$ cat src/rtl/spdif_tx_pkg.sv
// Shared constants for the S/PDIF transmitter: slot layout, preamble
// cell patterns and the preamble selector type. The patterns assume the
// line sits at level 0 before the preamble, which even parity guarantees.
package spdif_tx_pkg;
    localparam int SLOTS       = 32;
    localparam int CELLS       = 2 * SLOTS;
    localparam int AUX_SLOT0   = 4;
    localparam int AUDIO_SLOT0 = 8;
    localparam int AUDIO_W     = 20;
    localparam int VFLAG_SLOT  = 28;

    localparam logic [7:0] PAT_BLOCK = 8'b1110_1000;
    localparam logic [7:0] PAT_LEFT  = 8'b1110_0010;
    localparam logic [7:0] PAT_RIGHT = 8'b1110_0100;

    typedef enum logic [1:0] {
        PRE_BLOCK = 2'd0,
        PRE_LEFT  = 2'd1,
        PRE_RIGHT = 2'd2
    } pre_kind_e;
endpackage

$ cat src/rtl/spdif_block_ctr.sv
// Frame counter modulo FRAMES. It advances once per finished stereo frame
// and flags frame 0, which carries the block-start preamble.
// Assumes frame_done is a single-cycle pulse.
module spdif_block_ctr #(
    parameter int FRAMES = 192
) (
    input  logic clk,
    input  logic rst_n,
    input  logic frame_done,
    output logic block_start
);
    localparam int CW = $clog2(FRAMES);
    localparam logic [CW-1:0] LAST = CW'(FRAMES - 1);

    logic [CW-1:0] cnt_q;

    // Count finished frames, wrapping after the last frame of a block.
    always_ff @(posedge clk) begin
        if (!rst_n)
            cnt_q <= '0;
        else if (frame_done)
            cnt_q <= (cnt_q == LAST) ? '0 : cnt_q + 1'b1;
    end

    assign block_start = (cnt_q == '0);


    wrap_at_last_chk: assert property (@(posedge clk) disable iff (!rst_n)
        (frame_done && cnt_q == LAST) |=> block_start);
endmodule

$ cat src/rtl/spdif_sub_enc.sv
// Builds the 64 cells of one subframe from a sample, the preamble kind and
// the invalid flag. Purely combinational. The first auxiliary slot forces
// even parity, so encoding can always start from level 0 after the preamble.
module spdif_sub_enc
    import spdif_tx_pkg::*;
#(
    parameter int SAMPLE_W = 16
) (
    input  logic [SAMPLE_W-1:0] sample,
    input  pre_kind_e           kind,
    input  logic                invalid,
    output logic [CELLS-1:0]    cells
);
    localparam int SAMPLE_SLOT0 = AUDIO_SLOT0 + AUDIO_W - SAMPLE_W;

    logic [SLOTS-1:0] slots;
    logic [7:0]       pre;
    logic             lvl;

    // Place sample and flag into slot positions, then set the parity slot.
    always_comb begin
        slots = '0;
        for (int i = 0; i < SAMPLE_W; i++)
            slots[SAMPLE_SLOT0 + i] = sample[i];
        slots[VFLAG_SLOT] = invalid;
        slots[AUX_SLOT0]  = ^slots[SLOTS-1:AUX_SLOT0+1];
    end

    // Select the preamble pattern and biphase-mark code the data slots.
    always_comb begin
        case (kind)
            PRE_BLOCK: pre = PAT_BLOCK;
            PRE_RIGHT: pre = PAT_RIGHT;
            default:   pre = PAT_LEFT;
        endcase
        cells = '0;
        cells[CELLS-1 -: 8] = pre;
        lvl = 1'b0;
        for (int s = AUX_SLOT0; s < SLOTS; s++) begin
            lvl = ~lvl;
            cells[CELLS-1-2*s] = lvl;
            if (slots[s])
                lvl = ~lvl;
            cells[CELLS-2-2*s] = lvl;
        end
    end
endmodule

$ cat src/rtl/spdif_cell_ser.sv
// Serialises subframes one cell per enable. It loads a fresh 64-cell
// vector on the first cell of each subframe and tracks the left/right side.
// Assumes load_cells is valid in any cycle where sub_start is high.
module spdif_cell_ser
    import spdif_tx_pkg::*;
(
    input  logic             clk,
    input  logic             rst_n,
    input  logic             cell_en,
    input  logic [CELLS-1:0] load_cells,
    output logic             line_out,
    output logic             sub_start,
    output logic             right_side,
    output logic             frame_done
);
    localparam int PW = $clog2(CELLS);
    localparam logic [PW-1:0] LAST = PW'(CELLS - 1);

    logic [PW-1:0]    pos_q;
    logic [CELLS-1:0] shreg_q;
    logic             side_q;
    logic             line_q;

    assign sub_start  = cell_en && (pos_q == '0);
    assign frame_done = cell_en && (pos_q == LAST) && side_q;
    assign right_side = side_q;
    assign line_out   = line_q;

    // Issue one cell per enable; reload at the start of every subframe.
    always_ff @(posedge clk) begin
        if (!rst_n) begin
            pos_q   <= '0;
            shreg_q <= '0;
            side_q  <= 1'b0;
            line_q  <= 1'b0;
        end else if (cell_en) begin
            if (pos_q == '0) begin
                line_q  <= load_cells[CELLS-1];
                shreg_q <= {load_cells[CELLS-2:0], 1'b0};
            end else begin
                line_q  <= shreg_q[CELLS-1];
                shreg_q <= {shreg_q[CELLS-2:0], 1'b0};
            end
            pos_q <= (pos_q == LAST) ? '0 : pos_q + 1'b1;
            if (pos_q == LAST)
                side_q <= ~side_q;
        end
    end


    line_holds_chk: assert property (@(posedge clk) disable iff (!rst_n)
        !cell_en |=> $stable(line_q));


    sub_ends_low_chk: assert property (@(posedge clk) disable iff (!rst_n)
        sub_start |-> (line_q == 1'b0));
endmodule

$ cat src/rtl/spdif_tx.sv
// S/PDIF transmitter top. It accepts one stereo pair per frame, holds the
// right sample for the second subframe, chooses the preamble and feeds the
// encoder and serialiser. Assumes cell_en runs at 128 cells per frame.
module spdif_tx
    import spdif_tx_pkg::*;
#(
    parameter int SAMPLE_W = 16,
    parameter int FRAMES   = 192
) (
    input  logic                clk,
    input  logic                rst_n,
    input  logic                cell_en,
    input  logic                pcm_valid,
    output logic                pcm_ready,
    input  logic [SAMPLE_W-1:0] pcm_left,
    input  logic [SAMPLE_W-1:0] pcm_right,
    input  logic                mute,
    output logic                line_out,
    output logic                underrun
);
    logic [CELLS-1:0]    cells;
    logic                sub_start, right_side, frame_done, block_start;
    logic [SAMPLE_W-1:0] right_q, cur_sample;
    logic                under_q;
    pre_kind_e           kind;

    assign pcm_ready = sub_start && !right_side;
    assign underrun  = under_q;

    // Hold the right sample (or silence) and flag a missing pair.
    always_ff @(posedge clk) begin
        if (!rst_n) begin
            right_q <= '0;
            under_q <= 1'b0;
        end else begin
            under_q <= pcm_ready && !pcm_valid;
            if (pcm_ready)
                right_q <= pcm_valid ? pcm_right : '0;
        end
    end

    // Pick the sample and preamble for the subframe about to start.
    always_comb begin
        if (right_side) begin
            cur_sample = right_q;
            kind       = PRE_RIGHT;
        end else begin
            cur_sample = pcm_valid ? pcm_left : '0;
            kind       = block_start ? PRE_BLOCK : PRE_LEFT;
        end
    end

    spdif_sub_enc #(.SAMPLE_W(SAMPLE_W)) u_enc (
        .sample  (cur_sample),
        .kind    (kind),
        .invalid (mute),
        .cells   (cells)
    );

    spdif_cell_ser u_ser (
        .clk        (clk),
        .rst_n      (rst_n),
        .cell_en    (cell_en),
        .load_cells (cells),
        .line_out   (line_out),
        .sub_start  (sub_start),
        .right_side (right_side),
        .frame_done (frame_done)
    );

    spdif_block_ctr #(.FRAMES(FRAMES)) u_blk (
        .clk         (clk),
        .rst_n       (rst_n),
        .frame_done  (frame_done),
        .block_start (block_start)
    );


    ready_on_enable_chk: assert property (@(posedge clk) disable iff (!rst_n)
        pcm_ready |-> cell_en);


    underrun_pulse_chk: assert property (@(posedge clk) disable iff (!rst_n)
        (pcm_ready && !pcm_valid) |=> underrun);


    underrun_cause_chk: assert property (@(posedge clk) disable iff (!rst_n)
        underrun |-> $past(pcm_ready && !pcm_valid));
endmodule

$ cat config.mk
export PLATFORM = sky130hd
export DESIGN_NAME = spdif_tx
export DESIGN_NICKNAME = d
export VERILOG_FILES = /design/src/rtl/spdif_tx_pkg.sv /design/src/rtl/spdif_block_ctr.sv /design/src/rtl/spdif_sub_enc.sv /design/src/rtl/spdif_cell_ser.sv /design/src/rtl/spdif_tx.sv
export SDC_FILE = /design/constraint.sdc
export NUM_CORES = 1
export LEC_CHECK = 0
export BUFFER_PORTS_ARGS = -buffer_cell sky130_fd_sc_hd__buf_4
export CAP_MARGIN = 0
export CORE_MARGIN = 10
export CORE_UTILIZATION = 55
export DETAILED_ROUTE_END_ITERATION = 7
export PLACE_DENSITY = 0.83
export SETUP_SLACK_MARGIN = 0.02
export SLEW_MARGIN = 40
export SYNTH_ARGS = -nofsm -noshare
export SYNTH_HDL_FRONTEND = slang
export SYNTH_HIERARCHICAL = 1
export SYNTH_SLANG_ARGS = --single-unit
$ cat constraint.sdc
create_clock -name clk -period 3.4 [get_ports clk]
set_input_delay 0.17 -clock clk [delete_from_list [all_inputs] [get_ports clk]]
set_output_delay 0.17 -clock clk [all_outputs]
set_load 0.05 [all_outputs]
==> impl_metrics.ini, run 1 <==
[finish]
final_cell_mix = dfxtp_1, o21ai_0, a31oi_1
area_growth_pct = 3.193
layout.nets = 659
fillers = 891
final_util_pct = 58.23
final_common_cell = dfxtp_1
diodes = 0
final_area_mm2 = 0.005984
drive_gt1_share_pct = 34.83
fin_cells = 759

[cts]
cts_buffer_depth = 2
hold_buffers = 0
cts_setup_buffers = 0
clk_pin_slew_ps = 90
clkSinkCount = 96
cts_tree = built
numCtsBuffers = 9
h-tree-depth = 3
clk_latency_ps = 380
cts_root_buffer = clkbuf_8

[timing]
finalHoldViolCount = 0
setup-violations-final = 0
drv_slew = 0
rsz0062_at_grt = false
whs_ps = 55.08
tns_ps = 0
finalCritPeriodShare_pct = 90.60
fmax_mhz = 324.6
relSlewSlack_pct = 49.53
tightest_slew_ps = 757.0
finalClockSkew_ps = 6.512
period_needed_ps = 3080

[placement]
gp_congestion = 0.8267
placed_cell_area_mm2 = 0.005757
dp_cells = 743
portBuffers = 39
dp_hpwl_um = 7386

[yosys]
syn_inst = 633
synth-seq-cells = 96
synth_area_mm2 = 0.005799
avgSynthCellArea_um2 = 9.162
synth_cell_types = 51
yosysWarnings = 6
seq_area_frac_synth_pct = 33.14

[route]
drcViolationCount = 0
vias_per_cell = 5.841
wire_per_inst_um = 15.48
drt-pass1-iter-count = 4
ant_nets = 0
via_count = 4433
drt_iter0_drc = 258
drt_wl_total_um = 11750

[floorplanning]
dieArea_mm2 = 0.01505
die_h_um = 122.7
initial_utilization_pct = 56.43
die_x_um = 122.7
num_io_pins = 40
core_area_mm2 = 0.01028
rows = 37

[global_routing]
gr-total-overflow = 0
first_global_vias = 4256
grt_pass1_wl_um = 20070
track_usage_pct = 15.87
grt_max_degree = 91
antenna_found_initial = 0

[setup_path]
setup.worst_path.class = reg -> reg
crit_path_frequent_cell = xnor3_2
crit_chain = nor2b_1 > buf_4 > a22o_1 > xnor2_1 > inv_2 > xnor3_2 > xnor3_2 > xnor2_2 > a31oi_1 > a21oi_2
worstRegToRegCells = 10
start_kind = flip-flop
end_kind = flip-flop
path_buf_inv = 2
crit_fanout = 13
slowest_delay_ps = 540
cp_top_family = XOR/XNOR gates
cp.depth = 10
slowest_stage = xnor3_2
cp_data_required_time_ps = 3710
worstPathArrival_ps = 3390

[pwr]
p_leak_nw = 2.037
peakVddDrop_mv = 0.2626
powerDensity_mw_per_mm2 = 506.6

[worst_hold_path]
min_path_cells = 3
holdCritPathClass = in -> reg

[status]
status = finished clean

[flow_run]
maxCapViolCount = 0
## sequential cells by signal, summed over array words and instances (netlist names)
| signal | cells |
|---|---|
| right_q | 16 |
| u_ser/line_out | 1 |
| u_ser/right_side | 1 |
| u_ser/shreg_q | 63 |
| u_ser/pos_q | 6 |
| underrun | 1 |
| u_blk/cnt_q | 8 |
## power breakdown
group | internal, mW | switching (mW) | total, mW
clock | 0.415 | 0.407 | 0.822
combinational | 0.367 | 0.534 | 0.901
sequential | 1.24 | 0.0722 | 1.31
## timing repair
action                                  4_1_cts  5_1_grt
endpoints found under the hold margin         0        0
resized for setup                             0        2
endpoints found under the setup margin        0       16
## cell usage after synthesis (all sizes together)
master / n / area share [%]
xnor2: 20 / 3.0
dfxtp: 96 / 33
a21oi: 66 / 9.5
and2: 2 / 0.22
clkbuf: 16 / 1.1
nor2b: 3 / 0.32
or3: 3 / 0.32
xor2: 13 / 2.1
nor2: 9 / 0.58
nand2b: 1 / 0.24
and3: 1 / 0.11
nor3: 2 / 0.26
dlygate4sd3: 1 / 0.17
a31oi: 65 / 7.0
nor4: 3 / 0.58
o21ai: 134 / 15
and3b: 1 / 0.15
nor3b: 1 / 0.13
o41ai: 1 / 0.15
conb: 2 / 0.13
nand2: 26 / 1.7
clkinv: 1 / 0.15
a22o: 14 / 2.1
or4: 3 / 0.39
nand3: 22 / 2.8
buf: 71 / 10
xor3: 3 / 1.2
xnor3: 2 / 0.82
inv: 21 / 1.4
ha: 4 / 0.86
mux2i: 2 / 0.35
nand4: 5 / 0.65
a21boi: 18 / 2.9
o21bai: 1 / 0.13
## worst reg2reg max path, stage by stage (launching register included)
cell and delay, ps:
dfxtp_1 470, nor2b_1 100, buf_4 190, a22o_1 210, xnor2_1 230, inv_2 90
xnor3_2 460, xnor3_2 540, xnor2_2 370, a31oi_1 170, a21oi_2 180
## stage by stage
| step | power (mW) | setup WS [ps] |
|---|---|---|
| after floorplan | 2.281 | 399.3 |
| after global placement | 2.188 | 280.8 |
| after detailed placement | 2.215 | 202.1 |
| after CTS | 3.026 | 149.9 |
| after global routing | 3.199 | 83.61 |
| final | 3.032 | 319.7 |
## metal layers
metal	wire length [um]	GRT usage, %	vias to the layer above	share of wire (%)
li1	-	-	2211	-
met2	5878	26.91	81	50
met5	0	0	-	0
met3	441	4.132	15	3.8
met1	5320	19.53	2126	45
met4	108	4.124	0	0.92
## final timing paths
check                 endpoint               from  slack, ps
min reg2reg  u_ser/shreg_q[16]  u_ser/shreg_q[15]        450
max reg2reg  u_ser/shreg_q[40]   u_ser/right_side        320
max          u_ser/shreg_q[40]   u_ser/right_side        320
min                right_q[14]      pcm_right[14]         60
## cell families (layout without fill, tap and decap cells)
family	Yosys count	after routing	synth area share, %
AND/OR/NAND/NOR	82	82	8.393
other	2	13	0.1295
flip-flops	96	96	33.14
AO/OA/AOI/OAI	299	299	37.22
adder cells (fa/ha/maj)	4	4	0.8630
multiplexers	2	2	0.3452
buffers and inverters	110	89	12.75
XOR/XNOR	38	38	7.163
## layout make-up
class / instances / area [um2] / area share, %
well taps: 136 / 170.2 / 2.843
repair buffers: 51 / 390.4 / 6.523
clock inverters: 5 / 81.33 / 1.359
inverters: 22 / 88.84 / 1.484
multi-input cells: 438 / 3201 / 53.48
clock buffers: 11 / 131.4 / 2.195
flip-flops and latches: 96 / 1922 / 32.11
No activity file was read; power rests on OpenSTA's default activity.
==> run 2: changes to the inputs <==
--- a/config.mk
+++ b/config.mk
@@ -7,5 +7,5 @@
 export LEC_CHECK = 0
+export ABC_CLOCK_PERIOD_IN_PS = 3400
 export BUFFER_PORTS_ARGS = -buffer_cell sky130_fd_sc_hd__buf_4
 export CAP_MARGIN = 0
-export CORE_MARGIN = 10
 export CORE_UTILIZATION = 55
==> constraint.sdc (replaced) <==
create_clock -name clk -period 3.4 [get_ports clk]
set_input_delay 0.68 -clock clk [delete_from_list [all_inputs] [get_ports clk]]
set_output_delay 0.68 -clock clk [all_outputs]
set_load 0.05 [all_outputs]
==> run 2 against run 1 <==
Combinational power increased by 1%. Clock power is 6.2% lower. Utilization rose by 0.073 points. Largest cell class unchanged. Sequential power about the same. Setup slack lost 61 ps. Critical path type is now in -> reg.
==> impl_metrics.ini, run 2 (synthesized netlist as in run 1, its figures left out) <==
[status]
status = finished clean

[setup_path]
worstRegToRegCells = 9
crit_chain = buf_4 > nor2b_1 > buf_4 > a22o_1 > xor3_1 > xor3_1 > xnor3_2 > xnor2_1 > a31oi_1 > a21oi_2
crit_fanout = 10
slowest_delay_ps = 570
reg2reg_from = u_ser/right_side
crit_start = pcm_valid
cp_data_required_time_ps = 3700
slowest_stage = xnor2_1
end_kind = flip-flop
worstPathArrival_ps = 3440
start_kind = primary input
setup.worst_path.class = in -> reg

[timing]
relSlewSlack_pct = 50.28
fmax_mhz = 318.3
drv_slew = 0
finalClockSkew_ps = 9.971
period_needed_ps = 3142
tns_ps = 0
whs_ps = 456.8
tightest_slew_ps = 745.8
rsz0062_at_grt = false
finalCritPeriodShare_pct = 92.40
setup-violations-final = 0
fin_ws_ps = 258.4
finalHoldViolCount = 0

[cts]
cts_buffer_depth = 2
hold_buffers = 0
clk_latency_ps = 370
clkSinkCount = 96
cts_tree = built
ctsResizeCount = 0
clk_pin_slew_ps = 90
cts_setup_buffers = 0
cts_root_buffer = clkbuf_8
h-tree-depth = 3
numCtsBuffers = 9

[route]
wl_met1_um = 5111
met3WireLength_um = 379
maxUsedRoutingLayer = met4
drt-pass1-iter-count = 5
drt_iter0_drc = 373
drcViolationCount = 0
vias_per_cell = 5.952
via_count = 4541
ant_nets = 0
met2WireLength_um = 5864
drt_wl_total_um = 11580
wire_per_inst_um = 15.18

[placement]
pre_cts_slack_ps = -89.39
dp_hpwl_um = 7155
gp_congestion = 0.7898
dp_cells = 747
portBuffers = 39
placed_cell_area_mm2 = 0.005787

[worst_hold_path]
min_path_cells = 2
hold_start = u_ser/shreg_q[24]
holdCritPathClass = reg -> reg

[finish]
layout.nets = 663
regMostFlops = u_ser/shreg_q
top_regs = u_ser/shreg_q: 63 flops, right_q: 16 flops, u_blk/cnt_q: 8 flops
fillers = 886
fin_cells = 763
largest_register_ffs = 63
final_util_pct = 58.30
drive_gt1_share_pct = 35.25
diodes = 0
final_cell_mix = dfxtp_1, o21ai_0, a31oi_1
area_growth_pct = 3.323
final_common_cell = dfxtp_1
final_area_mm2 = 0.005992
seq_area_mm2 = 0.001922
multi_input_area_mm2 = 0.003186

[floorplanning]
initial_utilization_pct = 56.43
die_x_um = 104.7
dieArea_mm2 = 0.01096
core_area_mm2 = 0.01028
num_io_pins = 40
rows = 37
die_h_um = 104.7

[pwr]
peakVddDrop_mv = 0.2371
p_leak_nw = 2.045
report.power.total_mw = 2.993
powerDensity_mw_per_mm2 = 499.5

[global_routing]
first_global_vias = 4360
gr-total-overflow = 0
track_usage_pct = 21.99
grt_max_degree = 91
antenna_found_initial = 0
grt_pass1_wl_um = 20090

[flow_run]
maxCapViolCount = 0
[run 2: power by group]
| group | leakage (nW) | internal, mW | switching, mW |
|---|---|---|---|
| Clock | 0.0989 | 0.363 | 0.409 |
| Sequential | 0.791 | 1.24 | 0.0727 |
| Combinational | 1.16 | 0.375 | 0.537 |
| Total | 2.04 | 1.97 | 1.02 |
[run 2: worst paths after layout]
check                 endpoint  slack (ps)
max          u_ser/shreg_q[40]         260
min reg2reg  u_ser/shreg_q[25]         460
max reg2reg  u_ser/shreg_q[40]         320
min          u_ser/shreg_q[25]         460
[run 2: layout make-up]
cell class / count / share of cell area, %
Multi-Input combinational cell: 438 / 53.16
Sequential cell: 96 / 32.07
Timing Repair Buffer: 55 / 7.016
Tap cell: 136 / 2.840
Clock buffer: 10 / 2.297
Inverter: 22 / 1.483
Clock inverter: 6 / 1.128
[run 2: worst max-delay path, delay by kind of cell]
kind / cells / cell delay [ps]
AOI/OAI and AO/OA: 3 / 570
xor gates and xnor gates: 4 / 1750
buffers and inverters: 2 / 270
and+or+nand+nor: 1 / 150
[run 2: layer usage]
layer | up-vias | global-route usage (%)
met5 | - | 0
met4 | 0 | 9.054
met3 | 20 | 2.308
met2 | 92 | 37.75
met1 | 2196 | 28.13
li1 | 2233 | -
